$ cat src/rtl/rdt_pkg.sv
package rdt_pkg;

    localparam int ADDR_W  = 11;
    localparam int HB_W    = 11;
    localparam int VB_W    = 11;
    localparam int INT_W   = 14;
    localparam int PIX_W   = 10;
    localparam int ROW_OVH = 244;
    localparam int HB_MIN  = 19;

    localparam int CNT_W = ADDR_W + 1;
    localparam int H_W   = ADDR_W + 3;
    localparam int V_W   = INT_W + 1;

    typedef enum logic [1:0] {
        LV_NORMAL  = 2'b00,
        LV_CONT    = 2'b01,
        LV_XOR     = 2'b10,
        LV_XOR_ALT = 2'b11
    } lv_fmt_e;

    typedef struct packed {
        logic [ADDR_W-1:0] row_first;
        logic [ADDR_W-1:0] col_first;
        logic [ADDR_W-1:0] rows_m1;
        logic [ADDR_W-1:0] cols_m1;
        logic [HB_W-1:0]   hblank;
        logic [VB_W-1:0]   vblank;
        logic [INT_W-1:0]  int_rows;
        logic              row_skip;
        logic              col_skip;
    } rdt_geom_t;

    typedef struct packed {
        lv_fmt_e           lv_fmt;
        logic              snap_en;
        logic              hold;
        logic              tpat_en;
        logic [PIX_W-1:0]  tpat_val;
    } rdt_mode_t;

    typedef struct packed {
        rdt_geom_t geom;
        rdt_mode_t mode;
    } rdt_cfg_t;

    localparam int CFG_W = $bits(rdt_cfg_t);

    // number of indices kept out of last_m1+1 when pair skipping may be on
    function automatic logic [CNT_W-1:0] kept_count(input logic [ADDR_W-1:0] last_m1,
                                                    input logic skip);
        logic [CNT_W-1:0] n;
        n = CNT_W'(last_m1) + CNT_W'(1);
        if (!skip) return n;
        return ((n >> 2) << 1) + ((n[1:0] >= 2'd2) ? CNT_W'(2) : CNT_W'(n[1:0]));
    endfunction

    // map an output index to an offset from the window start
    function automatic logic [ADDR_W-1:0] kept_offset(input logic [ADDR_W-1:0] idx,
                                                      input logic skip);
        if (!skip) return idx;
        return ((idx >> 1) << 2) | {{(ADDR_W-1){1'b0}}, idx[0]};
    endfunction

    function automatic logic [H_W-1:0] row_length(input logic [CNT_W-1:0] npix,
                                                  input logic [HB_W-1:0] hb);
        logic [HB_W-1:0] hb_eff;
        hb_eff = (hb < HB_W'(HB_MIN)) ? HB_W'(HB_MIN) : hb;
        return H_W'(npix) + H_W'(ROW_OVH) + H_W'(hb_eff) - H_W'(HB_MIN);
    endfunction

    function automatic logic [V_W-1:0] frame_rows(input logic [CNT_W-1:0] nrows,
                                                  input logic [VB_W-1:0] vb,
                                                  input logic [INT_W-1:0] irows);
        logic [V_W-1:0] base;
        base = V_W'(nrows) + V_W'(vb) + V_W'(1);
        return (V_W'(irows) > base) ? V_W'(irows) : base;
    endfunction

endpackage

$ cat src/rtl/rdt_shadow.sv
module rdt_shadow
    import rdt_pkg::*;
(
    input  logic      clk,
    input  logic      rst,
    input  logic      load,
    input  rdt_geom_t geom_in,
    output rdt_geom_t geom_q
);

    always_ff @(posedge clk) begin
        if (rst)       geom_q <= '0;
        else if (load) geom_q <= geom_in;
    end

    // geometry only moves when a frame start allows it
    a_r8_geom_held: assert property (@(posedge clk) disable iff (rst)
        !load |=> $stable(geom_q));

endmodule

$ cat src/rtl/rdt_axis.sv
module rdt_axis
    import rdt_pkg::*;
(
    input  logic [ADDR_W-1:0] first,
    input  logic [ADDR_W-1:0] last_m1,
    input  logic [ADDR_W-1:0] idx,
    input  logic              skip,
    output logic [CNT_W-1:0]  kept,
    output logic [ADDR_W-1:0] addr
);

    always_comb begin
        kept = kept_count(last_m1, skip);
        addr = first + kept_offset(idx, skip);
    end

endmodule

$ cat src/rtl/rdt_hcount.sv
module rdt_hcount #(
    parameter int CW = 12,
    parameter int HW = 14,
    parameter int AW = 11
) (
    input  logic          clk,
    input  logic          rst,
    input  logic          clr,
    input  logic          run,
    input  logic [CW-1:0] npix,
    input  logic [HW-1:0] row_len,
    output logic [HW-1:0] hcnt,
    output logic          line_end,
    output logic          pix_phase,
    output logic [AW-1:0] col_idx
);

    assign line_end  = run && (hcnt == row_len - HW'(1));
    assign pix_phase = run && (hcnt != '0) && (hcnt <= HW'(npix));
    assign col_idx   = AW'(hcnt - HW'(1));

    always_ff @(posedge clk) begin
        if (rst)      hcnt <= '0;
        else if (clr) hcnt <= '0;
        else if (run) hcnt <= line_end ? '0 : hcnt + HW'(1);
    end

    // the position never leaves the programmed row length
    a_r2_hcnt_in_row: assert property (@(posedge clk) disable iff (rst)
        run |-> (hcnt < row_len));

endmodule

$ cat src/rtl/rdt_vseq.sv
module rdt_vseq #(
    parameter int VW = 15
) (
    input  logic          clk,
    input  logic          rst,
    input  logic          snap,
    input  logic          trig,
    input  logic          restart,
    input  logic          line_end,
    input  logic [VW-1:0] total,
    output logic          running,
    output logic [VW-1:0] vrow,
    output logic          start,
    output logic          frame_end
);

    logic stop;

    assign frame_end = line_end && (vrow == total - VW'(1));
    assign start     = running ? (restart || (frame_end && !snap))
                               : (!snap || trig || restart);
    assign stop      = running && frame_end && snap && !restart;

    always_ff @(posedge clk) begin
        if (rst) begin
            running <= 1'b0;
            vrow    <= '0;
        end else if (start) begin
            running <= 1'b1;
            vrow    <= '0;
        end else if (stop) begin
            running <= 1'b0;
        end else if (line_end) begin
            vrow <= vrow + VW'(1);
        end
    end

    // a snapshot frame is followed by idle
    a_r9_single_shot: assert property (@(posedge clk) disable iff (rst)
        (running && line_end && (vrow == total - VW'(1)) && snap && !restart) |=> !running);

    // without a start request snapshot mode stays idle
    a_r9_wait_trigger: assert property (@(posedge clk) disable iff (rst)
        (!running && snap && !trig && !restart) |=> !running);

endmodule

$ cat src/rtl/rdt_readout_timer.sv
module rdt_readout_timer
    import rdt_pkg::*;
(
    input  logic              clk,
    input  logic              rst,
    input  logic [CFG_W-1:0]  cfg_bus,
    input  logic              trigger,
    input  logic              restart,
    input  logic [PIX_W-1:0]  pix_in,
    output logic              frame_valid,
    output logic              line_valid,
    output logic [ADDR_W-1:0] row_addr,
    output logic [ADDR_W-1:0] col_addr,
    output logic [PIX_W-1:0]  pix_out
);

    rdt_cfg_t          cfg_live;
    rdt_geom_t         geom_q;
    logic              start, frame_end, running, line_end, pix_phase;
    logic [H_W-1:0]    hcnt, rlen;
    logic [V_W-1:0]    vrow, total;
    logic [CNT_W-1:0]  n_cols, n_rows;
    logic [ADDR_W-1:0] col_idx, row_idx;
    logic              in_act_row, last_act, act_pix, fv;

    assign cfg_live = rdt_cfg_t'(cfg_bus);

    rdt_shadow u_shadow (
        .clk     (clk),
        .rst     (rst),
        .load    (start && !cfg_live.mode.hold),
        .geom_in (cfg_live.geom),
        .geom_q  (geom_q)
    );

    assign row_idx = ADDR_W'(vrow);

    rdt_axis u_row_axis (
        .first   (geom_q.row_first),
        .last_m1 (geom_q.rows_m1),
        .idx     (row_idx),
        .skip    (geom_q.row_skip),
        .kept    (n_rows),
        .addr    (row_addr)
    );

    rdt_axis u_col_axis (
        .first   (geom_q.col_first),
        .last_m1 (geom_q.cols_m1),
        .idx     (col_idx),
        .skip    (geom_q.col_skip),
        .kept    (n_cols),
        .addr    (col_addr)
    );

    assign rlen  = row_length(n_cols, geom_q.hblank);
    assign total = frame_rows(n_rows, geom_q.vblank, geom_q.int_rows);

    rdt_hcount #(.CW(CNT_W), .HW(H_W), .AW(ADDR_W)) u_hcount (
        .clk       (clk),
        .rst       (rst),
        .clr       (start),
        .run       (running),
        .npix      (n_cols),
        .row_len   (rlen),
        .hcnt      (hcnt),
        .line_end  (line_end),
        .pix_phase (pix_phase),
        .col_idx   (col_idx)
    );

    rdt_vseq #(.VW(V_W)) u_vseq (
        .clk       (clk),
        .rst       (rst),
        .snap      (cfg_live.mode.snap_en),
        .trig      (trigger),
        .restart   (restart),
        .line_end  (line_end),
        .total     (total),
        .running   (running),
        .vrow      (vrow),
        .start     (start),
        .frame_end (frame_end)
    );

    // frame and line strobes
    always_comb begin
        in_act_row = running && (vrow < V_W'(n_rows));
        last_act   = (vrow == V_W'(n_rows) - V_W'(1));
        fv         = in_act_row && !(last_act && (hcnt > H_W'(n_cols)));
        act_pix    = in_act_row && pix_phase;
        case (cfg_live.mode.lv_fmt)
            LV_NORMAL: line_valid = act_pix;
            LV_CONT:   line_valid = pix_phase;
            default:   line_valid = pix_phase ^ fv;
        endcase
    end

    assign frame_valid = fv;

    // pixel data or alternating test word
    always_comb begin
        if (!act_pix)                   pix_out = '0;
        else if (!cfg_live.mode.tpat_en) pix_out = pix_in;
        else if (col_addr[0])           pix_out = ~cfg_live.mode.tpat_val;
        else                            pix_out = cfg_live.mode.tpat_val;
    end

    // nothing is framed while idle
    a_r12_idle_dark: assert property (@(posedge clk) disable iff (rst)
        !running |-> (!frame_valid && !line_valid));

    // normal format never strobes a line outside the frame
    a_r5_line_in_frame: assert property (@(posedge clk) disable iff (rst)
        (cfg_live.mode.lv_fmt == LV_NORMAL && line_valid) |-> frame_valid);

    // the first line strobe follows the frame strobe by one clock
    a_r6_frame_leads: assert property (@(posedge clk) disable iff (rst)
        ($rose(frame_valid) && cfg_live.mode.lv_fmt == LV_NORMAL) |=> line_valid);

    // restart rewinds to the first row and column phase
    a_r10_restart_rewinds: assert property (@(posedge clk) disable iff (rst)
        (running && restart) |=> (vrow == '0 && hcnt == '0 && running));

    // skipped column addresses never carry offset bit 1
    a_r4_col_pairs: assert property (@(posedge clk) disable iff (rst)
        (act_pix && geom_q.col_skip) |-> !(ADDR_W'(col_addr - geom_q.col_first) & ADDR_W'(2)));

endmodule

$ cat config.mk
export PLATFORM = sky130hd
export DESIGN_NAME = rdt_readout_timer
export DESIGN_NICKNAME = d
export VERILOG_FILES = /design/src/rtl/rdt_pkg.sv /design/src/rtl/rdt_shadow.sv /design/src/rtl/rdt_axis.sv /design/src/rtl/rdt_hcount.sv /design/src/rtl/rdt_vseq.sv /design/src/rtl/rdt_readout_timer.sv
export SDC_FILE = /design/constraint.sdc
export NUM_CORES = 1
export LEC_CHECK = 0
export ABC_AREA = 1
export ABC_CLOCK_PERIOD_IN_PS = 8310
export BUFFER_PORTS_ARGS = -buffer_cell sky130_fd_sc_hd__buf_2
export CORE_ASPECT_RATIO = 1.1
export CORE_MARGIN = 2
export CORE_UTILIZATION = 23
export CTS_BUF_LIST = sky130_fd_sc_hd__clkbuf_4 sky130_fd_sc_hd__clkbuf_8
export CTS_CLUSTER_SIZE = 16
export DETAILED_ROUTE_END_ITERATION = 10
export GPL_TIMING_DRIVEN = 0
export SLEW_MARGIN = 20
export SYNTH_ARGS = -nofsm -noshare
export SYNTH_HDL_FRONTEND = slang
export SYNTH_SLANG_ARGS = --single-unit
export TNS_END_PERCENT = 1
$ cat constraint.sdc
create_clock -name clk -period 8.31 [get_ports clk]
set_input_delay 0.4155 -clock clk [delete_from_list [all_inputs] [get_ports clk]]
set_output_delay 0.4155 -clock clk [all_outputs]
set_load 0.05 [all_outputs]
==> out/qor.txt, run 1 <==
status -> completed
first-pass GRT wire length -> 58,300 um
share of layout cells above drive strength 1 -> 14.6%
PwrDens -> 141 nW/um2
Clk Latency, worst-skew pair -> 440 ps
largest net degree at the start of global routing -> 20
Cells after DPL -> 2,524
commonest non-fill, non-tap cell in the layout -> nand2_1
Multi-input gate area -> 7650 um2
clock root cell -> clkbuf_8
Area contributors post-synth -> dfxtp_1 20%, nand2_1 13%, ha_1 12%
CTS tree -> built
H-tree Lvls -> 3
RSZ-0062 raised after global routing -> false
initial antenna violation count -> 3
Max stage delay on crit path -> 450 ps
total of max-cap violations -> 0
Initial Utilization -> 23.3%
Final Max Slew Viols -> 0
Leak -> 5.94 nW
Worst Skew -> 24.0 ps
Worst-Margin Slew -> 1040 ps
Worst path slowest cell -> ha_1
Required @ worst endpoint -> 8610 ps
Setup-failing EPs final -> 0
fin nets -> 2,109
Tcrit/Tclk final -> 90.9%
row count -> 84
Worst Setup Path Type -> reg2reg
EDFF count, synth -> 0
worst hold path class -> in2reg
synth unique cells -> 52
post-CTS setup buffers -> 0
FF/Latch Area -> 2240 um2
worst-case reg-to-reg path depth -> 47
cts hold-fix bufs -> 0
CP dominant cell by count -> nand2_1
Core Box Area -> 47,800 um2
drc violations -> 0
syn nets -> 1,954
Post-Syn Area -> 11,200 um2
CP endpoint kind -> register
final setup TNS -> 0 ps
Worst-path clk slew -> 120 ps
Cell Count, Final, Fillers Out -> 2,540
Slew HR -> 30.7%
Routed Antenna Nets -> 0
I/O pin cnt -> 145
grt ovf -> 0
post-synth top area share -> 20.1%
post-cts resize count -> 0
Num CTS Buffers -> 9
commonest cells after routing, fill and taps aside -> 397 x nand2_1, 235 x inv_1, 159 x nand3_1, 158 x buf_2, 147 x nor2_1
DIE WIDTH -> 214 um
First-pass DRT Iterations -> 5
Async S/R FF share, synth -> 0%
Synth Instances -> 1,735
register area share after synthesis -> 20.1%
final wirelength -> 36,900 um
Die Area -> 50,300 um2
WHS Path Cells -> 3
pre-CTS WS -> 816 ps
minimum clock period -> 7550 ps
Die Span Y -> 235 um
CP Launch Type -> register
gp weighted congestion -> 0.878
ys flop type -> dfxtp_1
Iter 0 DRT Violations -> 708
Avg Cell Area, Syn -> 6.43 um2
via count -> 11,534
All-Layer GR Usage -> 14.5%
Clock Tree Buf Depth -> 2
yosys warns -> 0
f_max -> 132 MHz
DR vias/cell -> 4.54
Max rail drop VDD -> 111 uV
clock sink total -> 112
Final HPWL DP -> 31,000 um
largest area contributor in the netlist -> dfxtp_1
total power -> 1.81 mW
largest fanout on the critical path -> 10
worst setup margin -> 755 ps
Area growth, synth to finish -> 15.5%
CP Data Arrival Time -> 7860 ps
vias in the first global route -> 10,892
FF+latch count, synth -> 112
final hold vios -> 0
WL/cell -> 14.5 um
FILL cells -> 5,282
port buffer count -> 144
## sequential cells by signal (all words and copies together) (netlist names)
register	count
u_shadow.geom_q	82
u_vseq.running	1
u_vseq.vrow	15
u_hcount.hcnt	14
## cell type report
| type | count | area share (%) |
|---|---|---|
| flip-flops and latches | 112 | 17.4 |
| repair buffers | 144 | 5.59 |
| diodes | 1 | 0.0194 |
| plain buffers | 60 | 2.72 |
| multi-input cells | 1320 | 59.4 |
| well taps | 645 | 6.27 |
| inverters | 243 | 7.08 |
| clock inverters | 6 | 0.573 |
| clock buffers | 9 | 0.962 |
## critical path: cells and delay by family, from the launching register on
kind,cells,cell delay [ps]
flip-flops,1,380
adder cells (fa/ha/maj),6,1620
AND/OR/NAND/NOR,29,3680
buffers and inverters,7,760
AO/OA/AOI/OAI,4,730
XOR/XNOR,1,190
## logic make-up (layout without fill, tap and decap cells)
logic type                 after synthesis  after routing  share of synthesized area [%]
DFF                                    112            112                           20.1
buffers and inverters                  303            462                           11.3
muxes                                    2              2                          0.180
and+or+nand+nor                        856            856                           35.4
AOI/OAI and AO/OA                      259            259                           13.1
adders and majority gates              108            108                           12.4
xor gates and xnor gates                95             95                           7.46
other                                    0              1                              0
## Yosys cell counts, types with 10 or more instances
library cell / count
nand2_1: 397
inv_1: 235
nand3_1: 159
nor2_1: 147
a21oi_1: 138
dfxtp_1: 112
ha_1: 104
xor2_1: 67
o21ai_0: 60
nor3_1: 36
nand3_2: 34
clkbuf_1: 33
nand4_1: 29
xnor2_1: 28
a21oi_2: 16
buf_2: 14
nand2_2: 10
o21bai_1: 10
## stage by stage
step | utilization, % | cell area (um2) | hold WS [ps]
after floorplan | - | 11200 | 440
after global placement | 26.5 | 12700 | 453
after CTS | 26.9 | 12900 | 205
after global routing | 26.9 | 12900 | 213
final | 26.9 | 12900 | 232
after detailed placement | 26.5 | 12700 | 461
## power breakdown
part           total [mW]  internal (mW)  switching [mW]
registers           0.586          0.561          0.0250
clock network       0.365          0.143           0.222
logic               0.863          0.284           0.579
## path summary, 6_finish.rpt
check,start,endpoint,slack (ps)
worst max-delay path,u_shadow.geom_q[49]$_SDFFE_PP0P_,u_shadow.geom_q[21]$_SDFFE_PP0P_,760
worst min-delay path,cfg_bus[85],u_shadow.geom_q[70]$_SDFFE_PP0P_,230
worst max register to register,u_shadow.geom_q[49]$_SDFFE_PP0P_,u_shadow.geom_q[21]$_SDFFE_PP0P_,760
worst min register to register,u_shadow.geom_q[16]$_SDFFE_PP0P_,u_shadow.geom_q[16]$_SDFFE_PP0P_,470
## metal layers
metal	track usage, %	vias up	wire length [um]	share of wire, %
met1	18.4	5266	16300	44
met4	4.49	2	760	2.1
met3	1.24	36	1570	4.3
met5	0	-	13	0.035
met2	25.8	267	18200	49
li1	-	5963	-	-
Power figures use the tool's default switching activity.
==> inputs of run 2 (changes only) <==
--- a/config.mk
+++ b/config.mk
@@ -5,7 +5,6 @@
 export SDC_FILE = /design/constraint.sdc
 export NUM_CORES = 1
 export LEC_CHECK = 0
-export ABC_AREA = 1
 export ABC_CLOCK_PERIOD_IN_PS = 8310
 export BUFFER_PORTS_ARGS = -buffer_cell sky130_fd_sc_hd__buf_2
 export CORE_ASPECT_RATIO = 1.1
==> constraint.sdc (replaced) <==
create_clock -name clk -period 8.31 [get_ports clk]
set_input_delay 0.4155 -clock clk [delete_from_list [all_inputs] [get_ports clk]]
set_output_delay 0.4155 -clock clk [all_outputs]
set_load 0.02 [all_outputs]
==> run 2 against run 1 <==
Combinational power increased by 17%; synthesized cell count decreased by 13%; setup slack got worse by 590 ps; critical path type unchanged; the flow now finishes with violations (design-rule violations); clock power decreased by 5.8%; global-route usage increased by 0.64 points; critical endpoint is now u_shadow.geom_q[16]$_SDFFE_PP0P_.
==> out/qor.txt, run 2 <==
status -> finished, violations left
failing checks -> design-rule violations
max reg flops -> 82
post-synth top area share -> 18.7%
first-pass GRT wire length -> 64,200 um
Synth Instances -> 1,514
Worst Skew -> 27.2 ps
largest area contributor in the netlist -> dfxtp_1
Multi-input gate area -> 9550 um2
combinational cell fraction of total power -> 51.9%
Clk Latency, worst-skew pair -> 460 ps
Iter 0 DRT Violations -> 603
clock sink total -> 112
cts hold-fix bufs -> 0
grt ovf -> 0
total of max-cap violations -> 0
share of layout cells above drive strength 1 -> 20.1%
Routed Antenna Nets -> 0
CTS tree -> built
Num CTS Buffers -> 9
Area contributors post-synth -> dfxtp_1 19%, ha_1 11%, nand2b_1 9.4%
Clk network pwr share -> 17.6%
ys flop type -> dfxtp_1
CP dominant cell by count -> ha_4
All-Layer GR Usage -> 15.1%
vias in the first global route -> 11,627
Avg Cell Area, Syn -> 7.90 um2
Diodes inserted -> 0
total power -> 1.95 mW
First-pass DRT Iterations -> 8
FF/Latch Area -> 2260 um2
Core Box Area -> 51,400 um2
DIE WIDTH -> 221 um
Net Sw Frac -> 42.6%
initial antenna violation count -> 0
CP Launch Type -> register
Sw Pwr -> 832 uW
register area share after synthesis -> 18.7%
worst setup margin -> 169 ps
Reg power frac -> 30.5%
synth unique cells -> 92
Worst path slowest cell -> or4_4
CP Data Arrival Time -> 8540 ps
Crit path max-delay family -> simple AND/OR/NAND/NOR gates
worst hold path class -> in2reg
Leak -> 5.90 nW
Final Max Slew Viols -> 0
EDFF count, synth -> 0
WL/cell -> 17.6 um
Final HPWL DP -> 33,500 um
final hold vios -> 0
Post-Route M1 WL -> 17,400 um
commonest cells after routing, fill and taps aside -> 178 x nand2b_1, 145 x buf_2, 105 x dfxtp_1, 94 x mux2i_1, 93 x xnor2_1
Max rail drop VDD -> 86.3 uV
Clock Tree Buf Depth -> 2
Bufs and invs on worst path -> 7
Async S/R FF share, synth -> 0%
Top reg by flops -> u_shadow.geom_q
CP endpoint kind -> register
met3 WL -> 1520 um
f_max -> 123 MHz
Required @ worst endpoint -> 8710 ps
Slew HR -> 22.4%
Die Span Y -> 243 um
PwrDens -> 132 nW/um2
met2 routed WL -> 21,400 um
drc violations -> 2
RSZ-0062 raised after global routing -> true
Worst Setup Path Type -> reg2reg
Setup-failing EPs final -> 0
Post-Syn Area -> 12,000 um2
commonest non-fill, non-tap cell in the layout -> nand2b_1
top cells by count, synth -> 179 x nand2b_1, 112 x dfxtp_1, 104 x ha_1
gp weighted congestion -> 0.934
Worst-Margin Slew -> 1160 ps
Max stage delay on crit path -> 580 ps
DR vias/cell -> 4.95
port buffer count -> 143
FF+latch count, synth -> 112
I/O pin cnt -> 145
pre-CTS WS -> -1830 ps
syn nets -> 1,733
largest fanout on the critical path -> 10
Worst-path clk slew -> 130 ps
H-tree Lvls -> 3
Tcrit/Tclk final -> 98.0%
FILL cells -> 5,596
minimum clock period -> 8140 ps
Initial Utilization -> 23.3%
count leader, synth -> nand2b_1
fin nets -> 1,937
r2r setup slk -> 170 ps
biggest regs -> u_shadow.geom_q x82, u_vseq.vrow x15, u_hcount.hcnt x14
final wirelength -> 42,000 um
row count -> 87
Area growth, synth to finish -> 24.1%
top sig layer -> met4
Cell Count, Final, Fillers Out -> 2,390
largest net degree at the start of global routing -> 20
Die Area -> 53,900 um2
yosys warns -> 0
Cells after DPL -> 2,324
Int Power -> 1.12 mW
clock root cell -> clkbuf_8
via count -> 11,836
-- run 2: cell types whose count changed after synthesis, moves of 19 or more --
| cell | delta |
|---|---|
| a21oi_1 | -62 |
| clkbuf_1 | +28 |
| inv_1 | -146 |
| mux2i_1 | +94 |
| nand2_1 | -325 |
| nand2b_1 | +179 |
| nand3_1 | -121 |
| nand3_2 | -34 |
| nor2_1 | -56 |
| o21a_1 | +19 |
| xnor2_1 | +71 |
| xor2_1 | -29 |
-- run 2: final timing paths --
check	cells past startpoint	from	end
setup / recovery	39	u_shadow.geom_q[50]$_SDFFE_PP0P_	u_shadow.geom_q[16]$_SDFFE_PP0P_
hold / removal	3	cfg_bus[33]	u_shadow.geom_q[18]$_SDFFE_PP0P_
setup reg to reg	39	u_shadow.geom_q[50]$_SDFFE_PP0P_	u_shadow.geom_q[16]$_SDFFE_PP0P_
hold reg to reg	2	u_shadow.geom_q[76]$_SDFFE_PP0P_	u_shadow.geom_q[76]$_SDFFE_PP0P_
-- run 2: worst register-to-register path, delay by kind of cell, from the launching register on --
family,cells,cell delay (ps)
XOR/XNOR,2,290
multiplexers,1,200
AND/OR/NAND/NOR,15,3060
buffers and inverters,7,970
AO/OA/AOI/OAI,11,2480
flip-flops,1,390
adder cells (fa/ha/maj),3,660
-- run 2: through the flow --
stage	TNS [ps]	area, um2	hold slack, ps	util [%]
finish	0	14900	197	28.9
global route	-5860	14900	186	28.9
CTS	-1280	14500	164	28.3
detailed placement	-194460	13500	467	26.3
global placement	-191660	13500	465	26.3
floorplan	0	12000	449	-
-- run 2: logic make-up after synthesis --
logic type,share of synthesized area [%]
fa+ha+maj,11.5
xor+xnor,10.3
mux,9.44
flops,18.7
compound gates,18.2
buf+inv,6.38
simple gates,25.5
-- run 2: layout make-up --
| cell class | instances | share of cell area (%) |
|---|---|---|
| multi-input combinational | 1226 | 64.3 |
| sequential | 112 | 15.2 |
| timing repair buffer | 195 | 7.97 |
| tap | 667 | 5.62 |
| buffer | 84 | 3.40 |
| inverter | 90 | 2.27 |
| clock buffer | 10 | 0.885 |
| clock inverter | 6 | 0.379 |
-- run 2: repair_timing --
action | 4_1_cts | 5_1_grt
setup endpoints to repair | 112 | 112
pin swaps | 27 | 32
setup buffers | 32 | 19
gates cloned | 3 | 0
gates resized for setup | 98 | 45
-- run 2: power groups by stage --
| stage | sequential (mW) | combinational [mW] | clock, mW |
|---|---|---|---|
| after floorplan | 0.594 | 0.616 | 0 |
| after global placement | 0.604 | 0.841 | 0 |
| after detailed placement | 0.605 | 0.854 | 0 |
| after CTS | 0.595 | 0.968 | 0.358 |
| after global routing | 0.600 | 1.10 | 0.374 |
| final | 0.596 | 1.01 | 0.344 |
-- run 2: per-layer routing --
metal,vias up,GRT usage [%]
li1,5766,-
met1,5700,17.6
met2,297,27.7
met3,73,1.91
met4,0,6.74
met5,-,0
==> inputs of run 3 (changes only) <==
--- a/config.mk
+++ b/config.mk
@@ -5,7 +5,7 @@
 export SDC_FILE = /design/constraint.sdc
 export NUM_CORES = 1
 export LEC_CHECK = 0
-export ABC_CLOCK_PERIOD_IN_PS = 8310
+export ABC_CLOCK_PERIOD_IN_PS = 9800
 export BUFFER_PORTS_ARGS = -buffer_cell sky130_fd_sc_hd__buf_2
 export CORE_ASPECT_RATIO = 1.1
 export CORE_MARGIN = 2
@@ -17,5 +17,6 @@
 export SLEW_MARGIN = 20
 export SYNTH_ARGS = -nofsm -noshare
 export SYNTH_HDL_FRONTEND = slang
+export SYNTH_HIERARCHICAL = 1
 export SYNTH_SLANG_ARGS = --single-unit
 export TNS_END_PERCENT = 1
==> constraint.sdc (replaced) <==
create_clock -name clk -period 9.8 [get_ports clk]
set_input_delay 0.49 -clock clk [delete_from_list [all_inputs] [get_ports clk]]
set_output_delay 0.49 -clock clk [all_outputs]
set_load 0.02 [all_outputs]
==> run 3 against run 2 <==
The flow now finishes without violations; critical path type unchanged; final area fell by 9.5%; hold slack gained 65 ps; register-to-register slack better by 420 ps.
==> out/qor.txt, run 3 <==
RSZ-0062 raised after global routing -> false
Die Area -> 52,400 um2
cts hold-fix bufs -> 0
FF/Latch Area -> 2240 um2
Final HPWL DP -> 30,000 um
largest net degree at the start of global routing -> 18
Top reg by flops -> u_shadow/geom_q
clock sink total -> 112
Max stage delay on crit path -> 710 ps
vias in the first global route -> 10,625
Worst path slowest cell -> a21oi_1
Leak -> 5.75 nW
Num CTS Buffers -> 9
DR vias/cell -> 4.88
worst-case reg-to-reg path depth -> 32
drc violations -> 0
initial antenna violation count -> 2
Worst-path clk slew -> 110 ps
Worst Setup Path Type -> reg2reg
clock root cell -> clkbuf_8
gp weighted congestion -> 0.891
WHS Path Cells -> 2
status -> completed
f_max -> 109 MHz
final setup TNS -> 0 ps
Multi-input gate area -> 8530 um2
Cell Count, Final, Fillers Out -> 2,236
CP Launch Type -> register
Initial Utilization -> 23.2%
Required @ worst endpoint -> 10,070 ps
Final Max Slew Viols -> 0
row count -> 86
Cells after DPL -> 2,218
minimum clock period -> 9210 ps
Post-Syn Area -> 11,600 um2
Area growth, synth to finish -> 15.6%
Slew HR -> 37.4%
commonest cells after routing, fill and taps aside -> 165 x nor2_1, 151 x buf_2, 117 x ha_1, 112 x dfxtp_1, 105 x inv_1
commonest non-fill, non-tap cell in the layout -> nor2_1
via count -> 10,901
max reg flops -> 82
CP endpoint kind -> register
CP Data Arrival Time -> 9490 ps
post-cts resize count -> 0
Clk Latency, worst-skew pair -> 430 ps
Tcrit/Tclk final -> 94.0%
DIE WIDTH -> 218 um
largest fanout on the critical path -> 10
H-tree Lvls -> 3
yosys warns -> 6
grt ovf -> 0
First-pass DRT Iterations -> 5
share of layout cells above drive strength 1 -> 18.2%
Synth Instances -> 1,414
post-CTS setup buffers -> 0
Worst Skew -> 20.0 ps
Avg Cell Area, Syn -> 8.22 um2
Worst-Margin Slew -> 937 ps
Routed Antenna Nets -> 0
PwrDens -> 116 nW/um2
CTS tree -> built
Setup-failing EPs final -> 0
hold path start -> rst
total of max-cap violations -> 0
WL/cell -> 16.5 um
fin nets -> 1,801
port buffer count -> 143
FILL cells -> 5,404
first-pass GRT wire length -> 58,200 um
I/O pin cnt -> 145
biggest regs -> u_shadow/geom_q x82, u_vseq/vrow x15, u_hcount/hcnt x14
Core Box Area -> 50,000 um2
start point of the critical path -> u_shadow/geom_q[49]$_SDFFE_PP0P_
worst hold path class -> in2reg
Worst R2R Start -> u_shadow/geom_q[49]$_SDFFE_PP0P_
Max rail drop VDD -> 103 uV
Die Span Y -> 240 um
Clock Tree Buf Depth -> 2
final hold vios -> 0
CP dominant cell by count -> ha_1
All-Layer GR Usage -> 14.1%
Iter 0 DRT Violations -> 578
final wirelength -> 37,000 um
## run 3: changes by cell type in the layout (fill, tap and decap cells not counted), moves of 15 or more
cell,delta
a21oi_1,-22
buf_4,-42
clkbuf_1,-36
ha_1,+27
inv_1,+20
nand2b_1,-165
nor2_1,+78
nor3_1,-15
xor2_1,+15
## run 3: final cells by class
cell class | instances | area share [%]
Tap cell | 660 | 6.14
Inverter | 105 | 2.93
Clock buffer | 10 | 0.977
Timing Repair Buffer | 143 | 5.32
Antenna cell | 2 | 0.0372
Clock inverter | 6 | 0.800
Sequential cell | 112 | 16.7
Buffer | 65 | 3.64
Multi-Input combinational cell | 1133 | 63.5
## run 3: metal layers
metal	track usage, %	share of wire [%]	up-vias
met2	25.3	50	317
met3	2.27	4.6	61
met4	5.63	3.2	0
li1	-	-	5399
met5	0	0	-
met1	16.7	42	5124
## run 3: power by group
group / switching [mW] / internal (mW)
sequential: 0.0227 / 0.476
clock: 0.177 / 0.172
combinational: 0.422 / 0.295
## run 3: final timing paths
check,end,slack (ps)
setup / recovery,u_shadow/geom_q[2]$_SDFFE_PP0P_,590
hold / removal,u_vseq/running$_SDFFE_PP0P_,260
setup reg to reg,u_shadow/geom_q[2]$_SDFFE_PP0P_,590
hold reg to reg,u_shadow/geom_q[40]$_SDFFE_PP0P_,510
## run 3: stage by stage
step	total power [mW]	area, um2	hold WS, ps	util (%)	setup slack [ps]
finish	1.57	13400	262	26.9	587
global route	1.68	13400	256	26.9	65.4
CTS	1.58	13400	219	26.8	227
detailed placement	1.22	13200	478	26.3	291
global placement	1.20	13200	478	26.3	451
floorplan	1.04	11600	455	-	2060
## run 3: critical path: cells and delay by family (launching register included)
kind	cells	cell delay [ps]
adder cells (fa/ha/maj)	4	1180
buffers and inverters	4	890
AO/OA/AOI/OAI	12	3210
XOR/XNOR	1	240
AND/OR/NAND/NOR	8	2290
flip-flops	1	510
multiplexers	3	720
